===== src/rtl/qbc_pkg.sv =====
package qbc_pkg;
    localparam int NUM_BANKS      = 16;
    localparam int NUM_QUADS      = 4;
    localparam int BANK_W         = $clog2(NUM_BANKS);
    localparam int QUAD_W         = $clog2(NUM_QUADS);
    localparam int BANKS_PER_QUAD = NUM_BANKS / NUM_QUADS;
    localparam int SUB_W          = $clog2(BANKS_PER_QUAD);
    localparam int COLS_PER_ROW   = 2;

    typedef enum logic { ROW_READY, ROW_WAIT } row_state_t;
    typedef enum logic { COL_READY, COL_WAIT } col_state_t;
    typedef enum logic { RSV_NONE, RSV_HELD } rsv_state_t;
    typedef enum logic { BUS_IDLE, BUS_DRIVE } bus_state_t;
endpackage


===== src/rtl/qbc_quad_ctl.sv =====
module qbc_quad_ctl
    import qbc_pkg::*;
#(
    parameter int COL_CYC = 4,
    parameter int BPQ     = 4,
    parameter int SW      = 2
) (
    input  logic          clk,
    input  logic          rst_n,
    input  logic          act_go,
    input  logic          col_go,
    input  logic [SW-1:0] sel,
    output logic          act_ok,
    output logic          col_ok
);
    localparam int ROW_CYC = 2 * COL_CYC;
    localparam int RW      = $clog2(ROW_CYC);
    localparam int CW      = $clog2(COL_CYC);

    row_state_t    row_st, row_nx;
    col_state_t    col_st, col_nx;
    logic [RW-1:0] row_cnt;
    logic [CW-1:0] col_cnt;
    logic [1:0]    credit [BPQ];

    // row timer state
    always_comb begin
        row_nx = row_st;
        unique case (row_st)
            ROW_READY: if (act_go) row_nx = ROW_WAIT;
            ROW_WAIT:  if (row_cnt == RW'(1)) row_nx = ROW_READY;
        endcase
    end

    // column timer state
    always_comb begin
        col_nx = col_st;
        unique case (col_st)
            COL_READY: if (col_go) col_nx = COL_WAIT;
            COL_WAIT:  if (col_cnt == CW'(1)) col_nx = COL_READY;
        endcase
    end

    always_ff @(posedge clk or negedge rst_n) begin
        if (!rst_n) begin
            row_st <= ROW_READY;
            col_st <= COL_READY;
        end else begin
            row_st <= row_nx;
            col_st <= col_nx;
        end
    end

    always_ff @(posedge clk or negedge rst_n) begin
        if (!rst_n) begin
            row_cnt <= '0;
            col_cnt <= '0;
        end else begin
            if (act_go)              row_cnt <= RW'(ROW_CYC - 1);
            else if (row_cnt != '0)  row_cnt <= row_cnt - RW'(1);
            if (col_go)              col_cnt <= CW'(COL_CYC - 1);
            else if (col_cnt != '0)  col_cnt <= col_cnt - CW'(1);
        end
    end

    always_ff @(posedge clk or negedge rst_n) begin
        if (!rst_n) begin
            for (int b = 0; b < BPQ; b++) credit[b] <= 2'd0;
        end else if (act_go) begin
            credit[sel] <= 2'(COLS_PER_ROW);
        end else if (col_go) begin
            credit[sel] <= credit[sel] - 2'd1;
        end
    end

    always_comb begin
        act_ok = (row_st == ROW_READY);
        col_ok = (col_st == COL_READY) && (credit[sel] != 2'd0);
    end

    // the ready state and the countdown agree
    assert_row_ready_idle_R3: assert property (@(posedge clk) disable iff (!rst_n)
        (row_st == ROW_READY) |-> (row_cnt == '0));
    // a running row timer counts down by one each cycle
    assert_row_countdown_R3: assert property (@(posedge clk) disable iff (!rst_n)
        (row_cnt != '0) |=> (row_cnt == $past(row_cnt) - RW'(1)));
    // a running column timer blocks column acceptance
    assert_col_gap_R6: assert property (@(posedge clk) disable iff (!rst_n)
        (col_cnt != '0) |-> !col_go);

    generate
        for (genvar g = 0; g < BPQ; g++) begin : g_credit_chk
            // never more than two accesses per activated row
            assert_credit_bound_R5: assert property (@(posedge clk) disable iff (!rst_n)
                credit[g] <= 2'(COLS_PER_ROW));
        end
    endgenerate
endmodule


===== src/rtl/qbc_slot_seq.sv =====
module qbc_slot_seq
    import qbc_pkg::*;
#(
    parameter int HALF  = 2,
    parameter int BW    = 4,
    parameter int QW    = 2,
    parameter int COL_W = 8
) (
    input  logic             clk,
    input  logic             rst_n,
    input  logic             col_go,
    input  logic [BW-1:0]    go_bank,
    input  logic [COL_W-1:0] go_col,
    output logic             slot_free,
    output logic             dq_valid,
    output logic [BW-1:0]    dq_bank,
    output logic [COL_W-1:0] dq_col,
    output logic             dq_half
);
    localparam int PW = (HALF > 1) ? $clog2(HALF) : 1;

    rsv_state_t       rsv_st, rsv_nx;
    bus_state_t       bus_st, bus_nx;
    logic [PW-1:0]    phase;
    logic             wrap;
    logic [BW-1:0]    rsv_bank;
    logic [COL_W-1:0] rsv_col;

    assign wrap = (phase == PW'(HALF - 1));

    always_comb begin
        rsv_nx = rsv_st;
        unique case (rsv_st)
            RSV_NONE: if (col_go) rsv_nx = RSV_HELD;
            RSV_HELD: if (wrap)   rsv_nx = col_go ? RSV_HELD : RSV_NONE;
        endcase
    end

    always_comb begin
        bus_nx = bus_st;
        if (wrap) begin
            unique case (rsv_st)
                RSV_NONE: bus_nx = BUS_IDLE;
                RSV_HELD: bus_nx = BUS_DRIVE;
            endcase
        end
    end

    always_ff @(posedge clk or negedge rst_n) begin
        if (!rst_n) begin
            rsv_st <= RSV_NONE;
            bus_st <= BUS_IDLE;
        end else begin
            rsv_st <= rsv_nx;
            bus_st <= bus_nx;
        end
    end

    always_ff @(posedge clk or negedge rst_n) begin
        if (!rst_n) begin
            phase    <= '0;
            dq_half  <= 1'b0;
            rsv_bank <= '0;
            rsv_col  <= '0;
            dq_bank  <= '0;
            dq_col   <= '0;
        end else begin
            phase <= wrap ? '0 : phase + PW'(1);
            if (wrap) dq_half <= ~dq_half;
            if (col_go) begin
                rsv_bank <= go_bank;
                rsv_col  <= go_col;
            end
            if (wrap) begin
                dq_bank <= (rsv_st == RSV_HELD) ? rsv_bank : '0;
                dq_col  <= (rsv_st == RSV_HELD) ? rsv_col  : '0;
            end
        end
    end

    always_comb begin
        slot_free = (rsv_st == RSV_NONE) || wrap;
        dq_valid  = (bus_st == BUS_DRIVE);
    end

    // checker state: occupant of the slot before the current one
    logic          prev_valid;
    logic [QW-1:0] prev_quad;
    always_ff @(posedge clk or negedge rst_n) begin
        if (!rst_n) begin
            prev_valid <= 1'b0;
            prev_quad  <= '0;
        end else if (wrap) begin
            prev_valid <= dq_valid;
            prev_quad  <= dq_bank[BW-1 -: QW];
        end
    end

    // both halves of one column interval come from different quadrants
    assert_halves_distinct_R10: assert property (@(posedge clk) disable iff (!rst_n)
        (dq_valid && dq_half && prev_valid) |-> (prev_quad != dq_bank[BW-1 -: QW]));
    // data outputs change only on slot boundaries
    assert_slot_hold_R7: assert property (@(posedge clk) disable iff (!rst_n)
        !$past(wrap) |-> ($stable(dq_valid) && $stable(dq_bank) && $stable(dq_half)));
    // a held reservation is driven in the next slot
    assert_rsv_driven_R8: assert property (@(posedge clk) disable iff (!rst_n)
        (rsv_st == RSV_HELD && wrap) |=> (dq_valid && dq_bank == $past(rsv_bank)));
    // no column is accepted over an unconsumed reservation
    assert_single_claim_R9: assert property (@(posedge clk) disable iff (!rst_n)
        (rsv_st == RSV_HELD && !wrap) |-> !col_go);
endmodule


===== src/rtl/qbc_top.sv =====
module qbc_top
    import qbc_pkg::*;
#(
    parameter int COL_CYC = 4,
    parameter int COL_W   = 8
) (
    input  logic              clk,
    input  logic              rst_n,
    input  logic              cmd_valid,
    input  logic              cmd_is_col,
    input  logic [BANK_W-1:0] cmd_bank,
    input  logic [COL_W-1:0]  cmd_col,
    output logic              cmd_err,
    output logic              dq_valid,
    output logic              dq_grp,
    output logic [BANK_W-1:0] dq_bank,
    output logic [COL_W-1:0]  dq_col,
    output logic              dq_half
);
    localparam int HALF = COL_CYC / 2;

    logic [QUAD_W-1:0]    cmd_quad;
    logic [SUB_W-1:0]     cmd_sub;
    logic [NUM_QUADS-1:0] act_ok, col_ok, act_go, col_go;
    logic                 slot_free, accept;

    assign cmd_quad = cmd_bank[BANK_W-1 -: QUAD_W];
    assign cmd_sub  = cmd_bank[SUB_W-1:0];

    generate
        for (genvar q = 0; q < NUM_QUADS; q++) begin : g_quad
            logic hit;
            assign hit       = cmd_valid && (cmd_quad == QUAD_W'(q));
            assign act_go[q] = hit && !cmd_is_col && act_ok[q];
            assign col_go[q] = hit &&  cmd_is_col && col_ok[q] && slot_free;

            qbc_quad_ctl #(
                .COL_CYC (COL_CYC),
                .BPQ     (BANKS_PER_QUAD),
                .SW      (SUB_W)
            ) u_quad (
                .clk    (clk),
                .rst_n  (rst_n),
                .act_go (act_go[q]),
                .col_go (col_go[q]),
                .sel    (cmd_sub),
                .act_ok (act_ok[q]),
                .col_ok (col_ok[q])
            );
        end
    endgenerate

    qbc_slot_seq #(
        .HALF  (HALF),
        .BW    (BANK_W),
        .QW    (QUAD_W),
        .COL_W (COL_W)
    ) u_slot (
        .clk       (clk),
        .rst_n     (rst_n),
        .col_go    (|col_go),
        .go_bank   (cmd_bank),
        .go_col    (cmd_col),
        .slot_free (slot_free),
        .dq_valid  (dq_valid),
        .dq_bank   (dq_bank),
        .dq_col    (dq_col),
        .dq_half   (dq_half)
    );

    assign accept = (|act_go) || (|col_go);

    always_ff @(posedge clk or negedge rst_n) begin
        if (!rst_n) cmd_err <= 1'b0;
        else        cmd_err <= cmd_valid && !accept;
    end

    assign dq_grp = dq_valid && dq_bank[0];

    // an error pulse always follows a presented command
    assert_err_after_cmd_R11: assert property (@(posedge clk) disable iff (!rst_n)
        cmd_err |-> $past(cmd_valid));
    // at most one quadrant accepts a command per cycle
    assert_one_accept_R2: assert property (@(posedge clk) disable iff (!rst_n)
        $onehot0({act_go, col_go}));
    // nothing is accepted without a valid command
    assert_idle_no_accept_R12: assert property (@(posedge clk) disable iff (!rst_n)
        !cmd_valid |=> !cmd_err);
endmodule


===== config.mk =====
export PLATFORM = sky130hd
export DESIGN_NAME = qbc_top
export DESIGN_NICKNAME = d
export VERILOG_FILES = /design/src/rtl/qbc_pkg.sv /design/src/rtl/qbc_quad_ctl.sv /design/src/rtl/qbc_slot_seq.sv /design/src/rtl/qbc_top.sv
export SDC_FILE = /design/constraint.sdc
export NUM_CORES = 1
export LEC_CHECK = 0
export BUFFER_PORTS_ARGS = -buffer_cell sky130_fd_sc_hd__buf_2
export CAP_MARGIN = 20
export CORE_MARGIN = 3
export CORE_UTILIZATION = 35
export CTS_BUF_LIST = sky130_fd_sc_hd__clkbuf_4 sky130_fd_sc_hd__clkbuf_8 sky130_fd_sc_hd__clkbuf_16
export DETAILED_ROUTE_END_ITERATION = 12
export PLACE_DENSITY = 0.61
export REMOVE_ABC_BUFFERS = 1
export SYNTH_ARGS = -nofsm -noshare
export SYNTH_HDL_FRONTEND = slang
export SYNTH_HIERARCHICAL = 1
export SYNTH_SLANG_ARGS = --single-unit
export TNS_END_PERCENT = 100

===== constraint.sdc =====
create_clock -name clk -period 3 [get_ports clk]
set_clock_uncertainty 0.2 [all_clocks]
set_input_delay 0.3 -clock clk [delete_from_list [all_inputs] [get_ports clk]]
set_output_delay 0.3 -clock clk [all_outputs]
set_load 0.02 [all_outputs]

==> run metrics, run 1 <==
Cell variety after synth=40; Peak VDD IR=0.0003141 V; Root Driver=clkbuf_16; Yosys reg bits=89; largest net degree at the start of global routing=51; unrepaired setup endpoints after global routing=false; Adder-Cell Fraction of Synth Area=6.674%; critical path buffer and inverter count=2; XOR/XNOR Fraction of Synth Area=1.752%; FMAX=390.0 MHz; commonest non-fill, non-tap cell in the layout=dfrtp_1; Leakage=2.392 nW; die area=14,250 µm²; ys async rst share=100.0%; MaxCap Viol Count=0; Crit Path Max Fanout=26; non-filler instance count after layout=632; first-pass GRT wire length=14.70 mm; Post-Synth Simple-Gate Area=13.01%; Placed Instances=609; vias in the first global route=3,015; Top Family by Delay on Critical Path=multiplexers; grt ovf=0; EDFF count, synth=0; final hold violations=0; total CTS buffers=9; ANT cells=0; CP Class=primary input to register; mapped cell area=4499 µm²; vias per inst=4.907; DR iter-0 viols=175; htree depth=3; Worst Path Required=3.02 ns; proportion of layout cells with a drive suffix above 1=17.46%; HP Start=cmd_bank[3]; Sink Count=89; ys flop type=dfrtp_1; most frequent cells in the layout=dfrtp_1 (89), inv_1 (51), nor2_1 (37), buf_2 (30), o21ai_0 (25); Synth area leader=dfrtp_1; Port Buf Inserts=31; Final TNS setup=0 ns; clk slew on worst S/H paths=0.06 ns; WL/cell=13.47 µm; CTS tree=built; Hold Crit Class=primary input to register; dpl ws=0.06004 ns; Pins Over Slew Limit=0; fin nets=501; syn_area_per_cell=10.76 µm²; Via Count=3,101; initial antenna violation count=0; Area growth syn-to-layout=15.35%; Final setup viols=0; Synth top area share=49.50%; Synth Area in Compound Gates=13.63%; Worst Tran Pin Value=0.5586 ns; largest family of logic cells by synthesized area=compound AO/OA/AOI/OAI gates; pwr dens=906.9 nW/µm²; Critical Path Max Stage Delay=0.58 ns; Initial DRT Pass Iterations=4; synth top area cells=dfrtp_1 (49%), ha_1 (6.7%), inv_1 (4.3%); Row Count=40; # DRC=0; crit path from=cmd_bank[0]; number of fill cells=1,193; outcome=completed; Final GP Congestion=0.7662; chip width=119.4 µm; Seq/Total Area, Yosys=49.50%; Clock Latency Late Sink=0.34 ns; final core occ=42.15%; Post-DRT Antenna Nets=0; Clock Path Buffers=2; synthesis warning total=6; Worst Slack Setup Final=0.4359 ns; final WL=8.512 mm; Slew HR=62.76%; GRT Total Usage=12.64%; Syn Inst Count=418; HPWL after DPL=5.893 mm; type of origin of the critical path=primary input; Crit-path slowest cell=mux4_2; CP Capture Type=register; Cell Chain, Critical Path=buf_2, mux4_2, inv_1, ha_1, nor2_1, or2b_1, a21oi_1, or3_4, mux2_4; mux share of post-synthesis cell area=8.454%; fin crit period=2.564 ns; IO Pins=32; period utilization=85.47%; die height=119.4 µm; area of the core=12,310 µm²; arrival time at the worst endpoint=2.58 ns; initial core utilization=36.54%; R2R Path Start=g_quad[0].u_quad/credit[0]$_DFFE_PN0P_
## sequential cells by signal, summed over array words and instances (netlist names)
name,flops
g_quad.u_quad/credit,32
g_quad.u_quad/row_cnt,12
g_quad.u_quad/col_cnt,8
u_slot/dq_col,8
u_slot/rsv_col,8
g_quad.u_quad/col_st,4
g_quad.u_quad/row_st,4
u_slot/dq_bank,4
u_slot/rsv_bank,4
cmd_err,1
u_slot/dq_half,1
u_slot/dq_valid,1
u_slot/phase,1
u_slot/rsv_st,1
## power breakdown
| part | internal (mW) | switching (mW) | leakage [nW] |
|---|---|---|---|
| clock | 0.606 | 0.434 | 0.130 |
| combinational | 0.819 | 0.775 | 1.15 |
| sequential | 1.72 | 0.350 | 1.11 |
## cells in the mapped netlist, types with 2 or more instances
| cell type | instances |
|---|---|
| buf_6 | 6 |
| nand3_1 | 12 |
| o31ai_1 | 20 |
| nor2b_1 | 5 |
| nor2_1 | 37 |
| and4_2 | 2 |
| nor3_1 | 4 |
| mux2_4 | 9 |
| nand2b_1 | 20 |
| o41ai_1 | 4 |
| xnor2_1 | 4 |
| o21bai_1 | 8 |
| and3_1 | 2 |
| nor4_1 | 4 |
| a211o_1 | 6 |
| a31oi_1 | 8 |
| ha_1 | 24 |
| o21ai_0 | 25 |
| o31a_1 | 8 |
| or2_1 | 3 |
| mux2_2 | 4 |
| dfrtp_1 | 89 |
| mux4_2 | 8 |
| inv_1 | 51 |
| a21oi_1 | 11 |
| mux2i_1 | 2 |
| o211ai_1 | 2 |
| buf_2 | 10 |
| xor2_1 | 5 |
| nand2_1 | 15 |
## repair_timing
item | 4_1_cts | 5_1_grt
hold buffers | 9 | 0
buffers inserted | 0 | 0
resized for setup | 0 | 0
hold endpoints to repair | 47 | 0
## path summary, 6_finish.rpt
check	slack (ns)	end	depth (start not counted)
hold / removal	0.09	u_slot/rsv_bank[3]$_DFFE_PN0P_	2
min in group asynchronous	0.28	u_slot/dq_bank[0]$_DFFE_PN0P_	2
max in group asynchronous	1.67	g_quad[1].u_quad/row_cnt[1]$_DFFE_PN0P_	3
hold reg to reg	0.27	u_slot/dq_half$_DFFE_PN0P_	1
setup / recovery	0.44	u_slot/rsv_col[7]$_DFFE_PN0P_	9
setup reg to reg	0.55	u_slot/rsv_col[7]$_DFFE_PN0P_	8
## area by class of cell
cell class	instances	area [µm²]	share of cell area, %
Multi-Input combinational cell	261	1958	37.73
Timing Repair Buffer	49	327.8	6.316
Clock buffer	12	260.3	5.014
Tap cell	168	210.2	4.050
Sequential cell	89	2227	42.91
Inverter	51	191.4	3.689
Clock inverter	2	15.01	0.2893
## logic make-up after synthesis
family          after synthesis
simple gates                113
compound gates               92
flops                        89
buf+inv                      68
fa+ha+maj                    24
mux                          23
xor+xnor                      9
## layer usage
layer	vias to the layer above	part of all wire, %	GRT usage (%)
li1	1524	-	-
met1	1519	49	17.66
met2	56	47	18.83
met3	2	3.5	3.514
met4	0	0.49	4.510
met5	-	0	0
## per-stage QoR
stage / area [µm²] / hold WS (ns) / power, mW
6_report: 5190 / 0.09154 / 4.707
3_3_place_gp: 4825 / 0.1146 / 3.579
3_5_place_dp: 4825 / 0.1222 / 3.694
4_1_cts: 5190 / 0.07163 / 4.768
5_1_grt: 5190 / 0.09639 / 5.096
2_1_floorplan: 4377 / -0.1956 / 3.249
## worst register-to-register path, stage by stage, from the launching register on
cell and delay, ns:
dfrtp_1 0.40, mux4_2 0.48, inv_1 0.07, ha_1 0.13, nor2_1 0.03, or2b_1 0.16
a21oi_1 0.06, or3_4 0.46, mux2_4 0.34
No activity file was read; power rests on OpenSTA's default activity.
==> inputs of run 2 (changes only) <==
--- a/config.mk
+++ b/config.mk
@@ -8,5 +8,4 @@
 export BUFFER_PORTS_ARGS = -buffer_cell sky130_fd_sc_hd__buf_2
 export CAP_MARGIN = 20
-export CORE_MARGIN = 3
 export CORE_UTILIZATION = 35
 export CTS_BUF_LIST = sky130_fd_sc_hd__clkbuf_4 sky130_fd_sc_hd__clkbuf_8 sky130_fd_sc_hd__clkbuf_16
==> constraint.sdc (replaced) <==
create_clock -name clk -period 3 [get_ports clk]
set_clock_uncertainty 0.2 [all_clocks]
set_input_delay 0.15 -clock clk [delete_from_list [all_inputs] [get_ports clk]]
set_output_delay 0.15 -clock clk [all_outputs]
set_load 0.02 [all_outputs]
==> run 2 against run 1 <==
Utilization is 0.77 points lower. Design area up 0.22%. Critical path depth did not move. Count of clock-buffer cells in the layout is the same. Critical endpoint is now u_slot/rsv_col[1]$_DFFE_PN0P_. Register-to-register slack about the same. Non-clock buffer count is 2 higher. Total power fell by 0.16%. Final cell count rose by 1.1%. First-iteration DRC count grew 27%.
==> run metrics, run 2 (synthesis gave the netlist of run 1 again) <==
outcome=completed; vias per inst=4.925 (+0.37%); pwr dens=903.4 nW/µm² (-0.38%); GRT Total Usage=13.99% (+1.3 points); die area=13,310 µm² (-6.6%); ANT cells=0 (unchanged); most frequent cells in the layout=dfrtp_1 (89), inv_1 (51), nor2_1 (37), buf_2 (30), o21ai_0 (25); Final setup viols=0 (unchanged); final WL=8.642 mm (+1.5%); post-CTS setup buffer count=0 (unchanged); final hold violations=0 (unchanged); Final TNS setup=0 ns (unchanged); IO Pins=32 (unchanged); Hold Crit Class=primary input to asynchronous set/reset pin; CTS tree=built; Row Count=41 (+2.5%); DR iter-0 viols=222 (+27%); type of origin of the critical path=primary input; largest registers=g_quad.u_quad/credit (32), g_quad.u_quad/row_cnt (12); Worst Tran Pin Value=0.6592 ns (+0.1006 ns); fin crit period=2.463 ns (-0.1012 ns); CTS resizes=0 (unchanged); Post-DRT Antenna Nets=0 (unchanged); area of the core=12,570 µm² (+2.1%); Final GP Congestion=0.7847 (+2.4%); fin nets=503 (+0.40%); WL/cell=13.52 µm (+0.42%); Port Buf Inserts=31 (unchanged); Comb pwr share=34.0% (about the same); grt ovf=0 (unchanged); total CTS buffers=9 (unchanged); Sink Count=89 (unchanged); Pins Over Slew Limit=0 (unchanged); Area growth syn-to-layout=15.60%; max reg flops=32 (unchanged); Crit Path Max Fanout=28 (+7.7%); MaxCap Viol Count=0 (unchanged); Clock Path Buffers=2 (unchanged); CP Capture Type=register; Initial DRT Pass Iterations=4 (unchanged); Clock Latency Late Sink=0.33 ns (about the same); # DRC=0 (unchanged); Slew HR=56.05% (-6.7 points); Root Driver=clkbuf_16; proportion of layout cells with a drive suffix above 1=17.34% (-0.11 points); Peak VDD IR=0.0003140 V (about the same); largest net degree at the start of global routing=39 (-24%); commonest non-fill, non-tap cell in the layout=dfrtp_1; chip width=115.4 µm (-3.4%); Worst Path Required=3.02 ns (about the same); Clk pwr share=21.8% (-0.3 points); Leakage=2.400 nW (+0.34%); FMAX=406.0 MHz (+4.1%); unrepaired setup endpoints after global routing=false; initial antenna violation count=0 (unchanged); Psw=1.560 mW (about the same); total power=4.699 mW (-0.16%); CP Class=primary input to register; power share of the sequential group=44.2% (+0.2 points); htree depth=3 (unchanged); Sw Share=33.21% (+0.074 points); Internal=3.139 mW (-0.27%); HPWL after DPL=5.940 mm (+0.79%); period utilization=82.10% (-3.4 points); die height=115.4 µm (-3.4%); initial core utilization=35.80% (-0.75 points); first-pass GRT wire length=14.54 mm (-1.1%); vias in the first global route=3,099 (+2.8%); clk slew on worst S/H paths=0.06 ns (about the same); Largest Register=g_quad.u_quad/credit; arrival time at the worst endpoint=2.48 ns (-0.10 ns); Via Count=3,147 (+1.5%)
==> run 2: cell count changes in the layout (fill, tap and decap cells not counted) <==
cell           previous run  this run
dlygate4sd3_1             9        12
clkinv_2                  0         2
buf_12                    1         0
clkbuf_4                  1         2
clkbuf_8                  2         1
clkinvlp_4                2         1
==> run 2: area by class of cell <==
cell class	count	area (µm²)
Clock buffer	12	254.0
Clock inverter	3	17.52
Fill cell	1183	7367
Inverter	51	191.4
Multi-Input combinational cell	261	1958
Sequential cell	89	2227
Tap cell	172	215.2
Timing Repair Buffer	51	337.8
==> run 2: repair_timing <==
action                     CTS  global route
hold endpoints to repair    47             0
setup endpoints to repair    0             0
hold buffers                12             0
==> run 2: metal layers <==
metal / part of all wire [%] / GRT usage [%] / vias to the layer above
li1: - / - / 1527
met1: 45 / 17.10 / 1555
met2: 50 / 24.03 / 56
met3: 3.7 / 3.479 / 9
met4: 1.3 / 4.675 / 0
met5: 0 / 0 / -
==> run 2: power groups by stage <==
stage          sequential (mW)  clock [mW]  combinational [mW]
2_1_floorplan             2.04           0                1.21
3_5_place_dp              2.09           0                1.59
5_1_grt                   2.14        1.10                1.83
6_report                  2.08        1.02                1.60
4_1_cts                   2.08        1.06                1.62
3_3_place_gp              2.06           0                1.50
==> run 2: worst paths after layout <==
path | cells past startpoint | to | startpoint | slack [ns]
setup / recovery | 9 | u_slot/rsv_col[1]$_DFFE_PN0P_ | cmd_bank[0] | 0.54
hold / removal | 2 | u_slot/dq_col[6]$_DFFE_PN0P_ | rst_n | 0.12
setup reg to reg | 7 | u_slot/rsv_col[1]$_DFFE_PN0P_ | g_quad[2].u_quad/credit[0]$_DFFE_PN0P_ | 0.55
hold reg to reg | 1 | u_slot/dq_half$_DFFE_PN0P_ | u_slot/dq_half$_DFFE_PN0P_ | 0.27
max in group asynchronous | 3 | g_quad[3].u_quad/col_st$_DFF_PN0_ | rst_n | 1.73
min in group clk | 5 | g_quad[0].u_quad/col_cnt[0]$_DFFE_PN0P_ | cmd_is_col | 0.22
==> run 2: critical path, cell delays in order <==
cell	delay (ns)
buf_2	0.47
mux4_2	0.58
inv_1	0.07
ha_1	0.13
nor2_1	0.03
or2b_1	0.17
a21oi_1	0.07
or3_4	0.46
mux2_4	0.33
==> run 2: through the flow <==
step	hold slack [ns]	setup WS [ns]	instance area, µm²	util, %	cells
global route	0.1658	0.3838	5201	41.38	639
detailed placement	-0.05616	0.1776	4810	38.27	612
CTS	0.1311	0.5277	5201	41.38	639
floorplan	-0.3456	0.4731	4377	-	401
finish	0.1205	0.5371	5201	41.38	639
global placement	-0.06225	0.2246	4810	38.27	612
==> inputs of run 3 (changes only) <==
Settings changed: ABC_AREA set to 1, PLACE_DENSITY 0.61 to 0.63.
Clock period 3 ns to 2.05 ns, I/O delays scaled along.
==> run 3 against run 2 <==
The flow now finishes with violations (negative setup slack). First-iteration DRC count shrank 14%. Synthesized area up 6.0%. Register-to-register slack lost 0.56 ns. Critical path depth is 4 higher. Synthesized cell count up 40%. Sequential power up 46%. Hold slack worse by 0.045 ns. Count of clock-buffer cells in the layout decreased by 1. Critical path type is now register to register.
==> run metrics, run 3 <==
Slew HR=61.69% (+5.6 points); # DRC=0 (unchanged); synthesis warning total=6 (unchanged); Via Count=4,139 (+32%); vias in the first global route=4,122 (+33%); largest registers=g_quad.u_quad/credit (32), g_quad.u_quad/row_cnt (12); clk slew on worst S/H paths=0.06 ns (about the same); critical path buffer and inverter count=2 (unchanged); Root Driver=clkbuf_16; Hold Crit Class=primary input to register; CP Capture Type=register; Seq. cell area=2227 µm² (unchanged); vias per inst=4.719 (-4.2%); Seq/Total Area, Yosys=46.71% (-2.8 points); synth top area cells=dfrtp_1 (47%), nand2_1 (13%), ha_1 (6.3%); most used cell along the critical path=nor2_4; chip width=118.7 µm (+2.9%); EDFF count, synth=0 (unchanged); max reg flops=32 (unchanged); proportion of layout cells with a drive suffix above 1=32.67% (+15 points); Worst Tran Pin Value=0.5728 ns (-0.08641 ns); Crit-path slowest cell=dfrtp_1; Area growth syn-to-layout=31.44%; multi-input logic area=2385 µm² (+22%); Final setup viols=1 (+1); period utilization=100.3%; ys flop type=dfrtp_1; Top Family by Delay on Critical Path=simple AND/OR/NAND/NOR gates; syn_area_per_cell=8.165 µm² (-24%); top cells by count, synth=nand2_1 (159), dfrtp_1 (89), inv_1 (58), nand3_1 (58), nor2_1 (33); commonest non-fill, non-tap cell in the layout=nand2_1; number of fill cells=1,268 (+7.2%); Cell variety after synth=28 (-30%); largest net degree at the start of global routing=32 (-18%); Worst Slack Setup Final=-0.006647 ns (-0.5437 ns); htree depth=3 (unchanged); Syn Inst Count=584 (+40%); IO Pins=32 (unchanged); DR iter-0 viols=191 (-14%); ys async rst share=100.0% (unchanged); Row Count=42 (+2.4%); Pins Over Slew Limit=0 (unchanged); FMAX=486.2 MHz; Leakage=3.200 nW (+33%); area of the core=13,240 µm² (+5.4%); Post-DRT Antenna Nets=0 (unchanged); first-pass GRT wire length=18.87 mm (+30%); ANT cells=0 (unchanged); die area=14,090 µm² (+5.9%); Worst Path Required=2.07 ns (-0.95 ns); CP Class=register to register; fin crit period=2.057 ns; Largest Register=g_quad.u_quad/credit; outcome=complete, but fails checks; Sink Count=89 (unchanged); initial antenna violation count=0 (unchanged); fin nets=736 (+46%); pwr dens=1195 nW/µm² (+32%); WL/cell=12.66 µm (-6.4%); initial core utilization=36.01% (+0.21 points); Crit Path Max Fanout=3 (-89%); HPWL after DPL=7.602 mm (+28%); Cell Chain, Critical Path=nand2_1, a21oi_2, nor2_1, ha_2, nor2_4, nand3_2, nor2_4, buf_6, nor2_4, nor3_2, inv_1, nand2_1, o21ai_1; mapped cell area=4768 µm² (+6.0%); grt ovf=0 (unchanged); Clock Path Buffers=2 (unchanged); CTS tree=built; Critical Path Max Stage Delay=0.36 ns (-0.22 ns); Cell Area, Placed=5465 µm² (+14%); Synth area leader=dfrtp_1; die height=118.7 µm (+2.9%); type of origin of the critical path=register; final hold violations=0 (unchanged); violated checks=negative setup slack; Final GP Congestion=0.8479 (+8.1%); Peak VDD IR=0.0004657 V (+48%); most frequent cells in the layout=nand2_1 (149), dfrtp_1 (89), buf_4 (64), nand3_1 (53), inv_1 (52); Clock Latency Late Sink=0.35 ns (+0.02 ns); total CTS buffers=9 (unchanged); MaxCap Viol Count=0 (unchanged); unrepaired setup endpoints after global routing=true; final WL=11.10 mm (+28%); Synth top area share=46.71% (-2.8 points); Yosys reg bits=89 (unchanged); Initial DRT Pass Iterations=4 (unchanged); arrival time at the worst endpoint=2.08 ns (-0.40 ns); GRT Total Usage=16.53% (+2.5 points); Port Buf Inserts=31 (unchanged); count leader, synth=nand2_1; Finished Cell Area=6267 µm² (+20%); worst hold margin=0.07599 ns (-0.04451 ns)
-- run 3: changes by cell type after synthesis, moves of 11 or more --
cell | previous run | this run
nand2_1 | 15 | 159
nand2_2 | 0 | 14
a21oi_1 | 11 | 27
nand2b_1 | 20 | 0
o31ai_1 | 20 | 0
inv_2 | 0 | 18
o21ai_2 | 0 | 11
nand3_1 | 12 | 58
-- run 3: final timing paths --
| check | from | endpoint | slack [ns] | cells past startpoint |
|---|---|---|---|---|
| worst max-delay path | g_quad[3].u_quad/credit[7]$_DFFE_PN0P_ | g_quad[3].u_quad/credit[5]$_DFFE_PN0P_ | -0.007 | 13 |
| max in group asynchronous | rst_n | g_quad[2].u_quad/credit[3]$_DFFE_PN0P_ | 0.57 | 3 |
| worst max register to register | g_quad[3].u_quad/credit[7]$_DFFE_PN0P_ | g_quad[3].u_quad/credit[5]$_DFFE_PN0P_ | -0.007 | 13 |
| worst min-delay path | cmd_bank[1] | g_quad[2].u_quad/credit[3]$_DFFE_PN0P_ | 0.08 | 3 |
| worst min register to register | u_slot/rsv_bank[3]$_DFFE_PN0P_ | u_slot/rsv_bank[3]$_DFFE_PN0P_ | 0.27 | 2 |
| min in group asynchronous | rst_n | u_slot/dq_col[7]$_DFFE_PN0P_ | 0.12 | 3 |
-- run 3: worst reg2reg max path, cell delays in order, from the launching register on --
cell,delay (ns)
dfrtp_1,0.36
nand2_1,0.08
a21oi_2,0.14
nor2_1,0.06
ha_2,0.19
nor2_4,0.09
nand3_2,0.10
nor2_4,0.14
buf_6,0.12
nor2_4,0.04
nor3_2,0.20
inv_1,0.10
nand2_1,0.06
o21ai_1,0.06
-- run 3: per-layer routing --
metal,track usage [%],wire (µm)
met2,27.56,5442
met4,5.459,121
met3,3.668,368
met1,21.16,5170
met5,0,0
-- run 3: metrics by stage --
step,std cells,power (mW),worst slack (ns),TNS (ns),utilization (%)
4_1_cts,867,7.255,-0.01509,-0.02710,45.27
2_1_floorplan,571,4.661,0.002445,0,-
3_3_place_gp,830,5.361,-0.3775,-12.02,41.27
3_5_place_dp,830,5.552,-0.3750,-12.71,41.27
6_report,877,7.492,-0.006647,-0.006647,47.33
5_1_grt,877,8.105,-0.1253,-2.235,47.33
-- run 3: timing repair --
item                       in CTS  in global routing
pin swaps                      25                 27
setup endpoints to repair      21                 46
buffers inserted                6                 10
hold buffers                   14                  0
gates cloned                    1                  0
hold endpoints to repair      100                  0
gates resized for setup        15                 54
-- run 3: area by class of cell --
class	instances	area share (%)
Sequential cell	89	35.54
Multi-Input combinational cell	403	38.05
Clock buffer	11	3.833
Clock inverter	5	0.6588
Tap cell	176	3.514
Timing Repair inverter	1	0.1198
Timing Repair Buffer	113	13.38
Inverter	79	4.911
-- run 3: logic make-up after synthesis --
logic type	after synthesis	share of synthesized area, %
buf+inv	92	8.134
simple gates	299	28.92
flops	89	46.71
fa+ha+maj	24	6.298
xor+xnor	4	0.7346
compound gates	76	9.210
-- run 3: where the power goes --
group | internal [mW] | leakage [nW] | switching [mW]
clock network | 0.859 | 0.138 | 0.707
logic | 1.30 | 1.94 | 1.60
registers | 2.52 | 1.12 | 0.511
total | 4.68 | 3.20 | 2.82
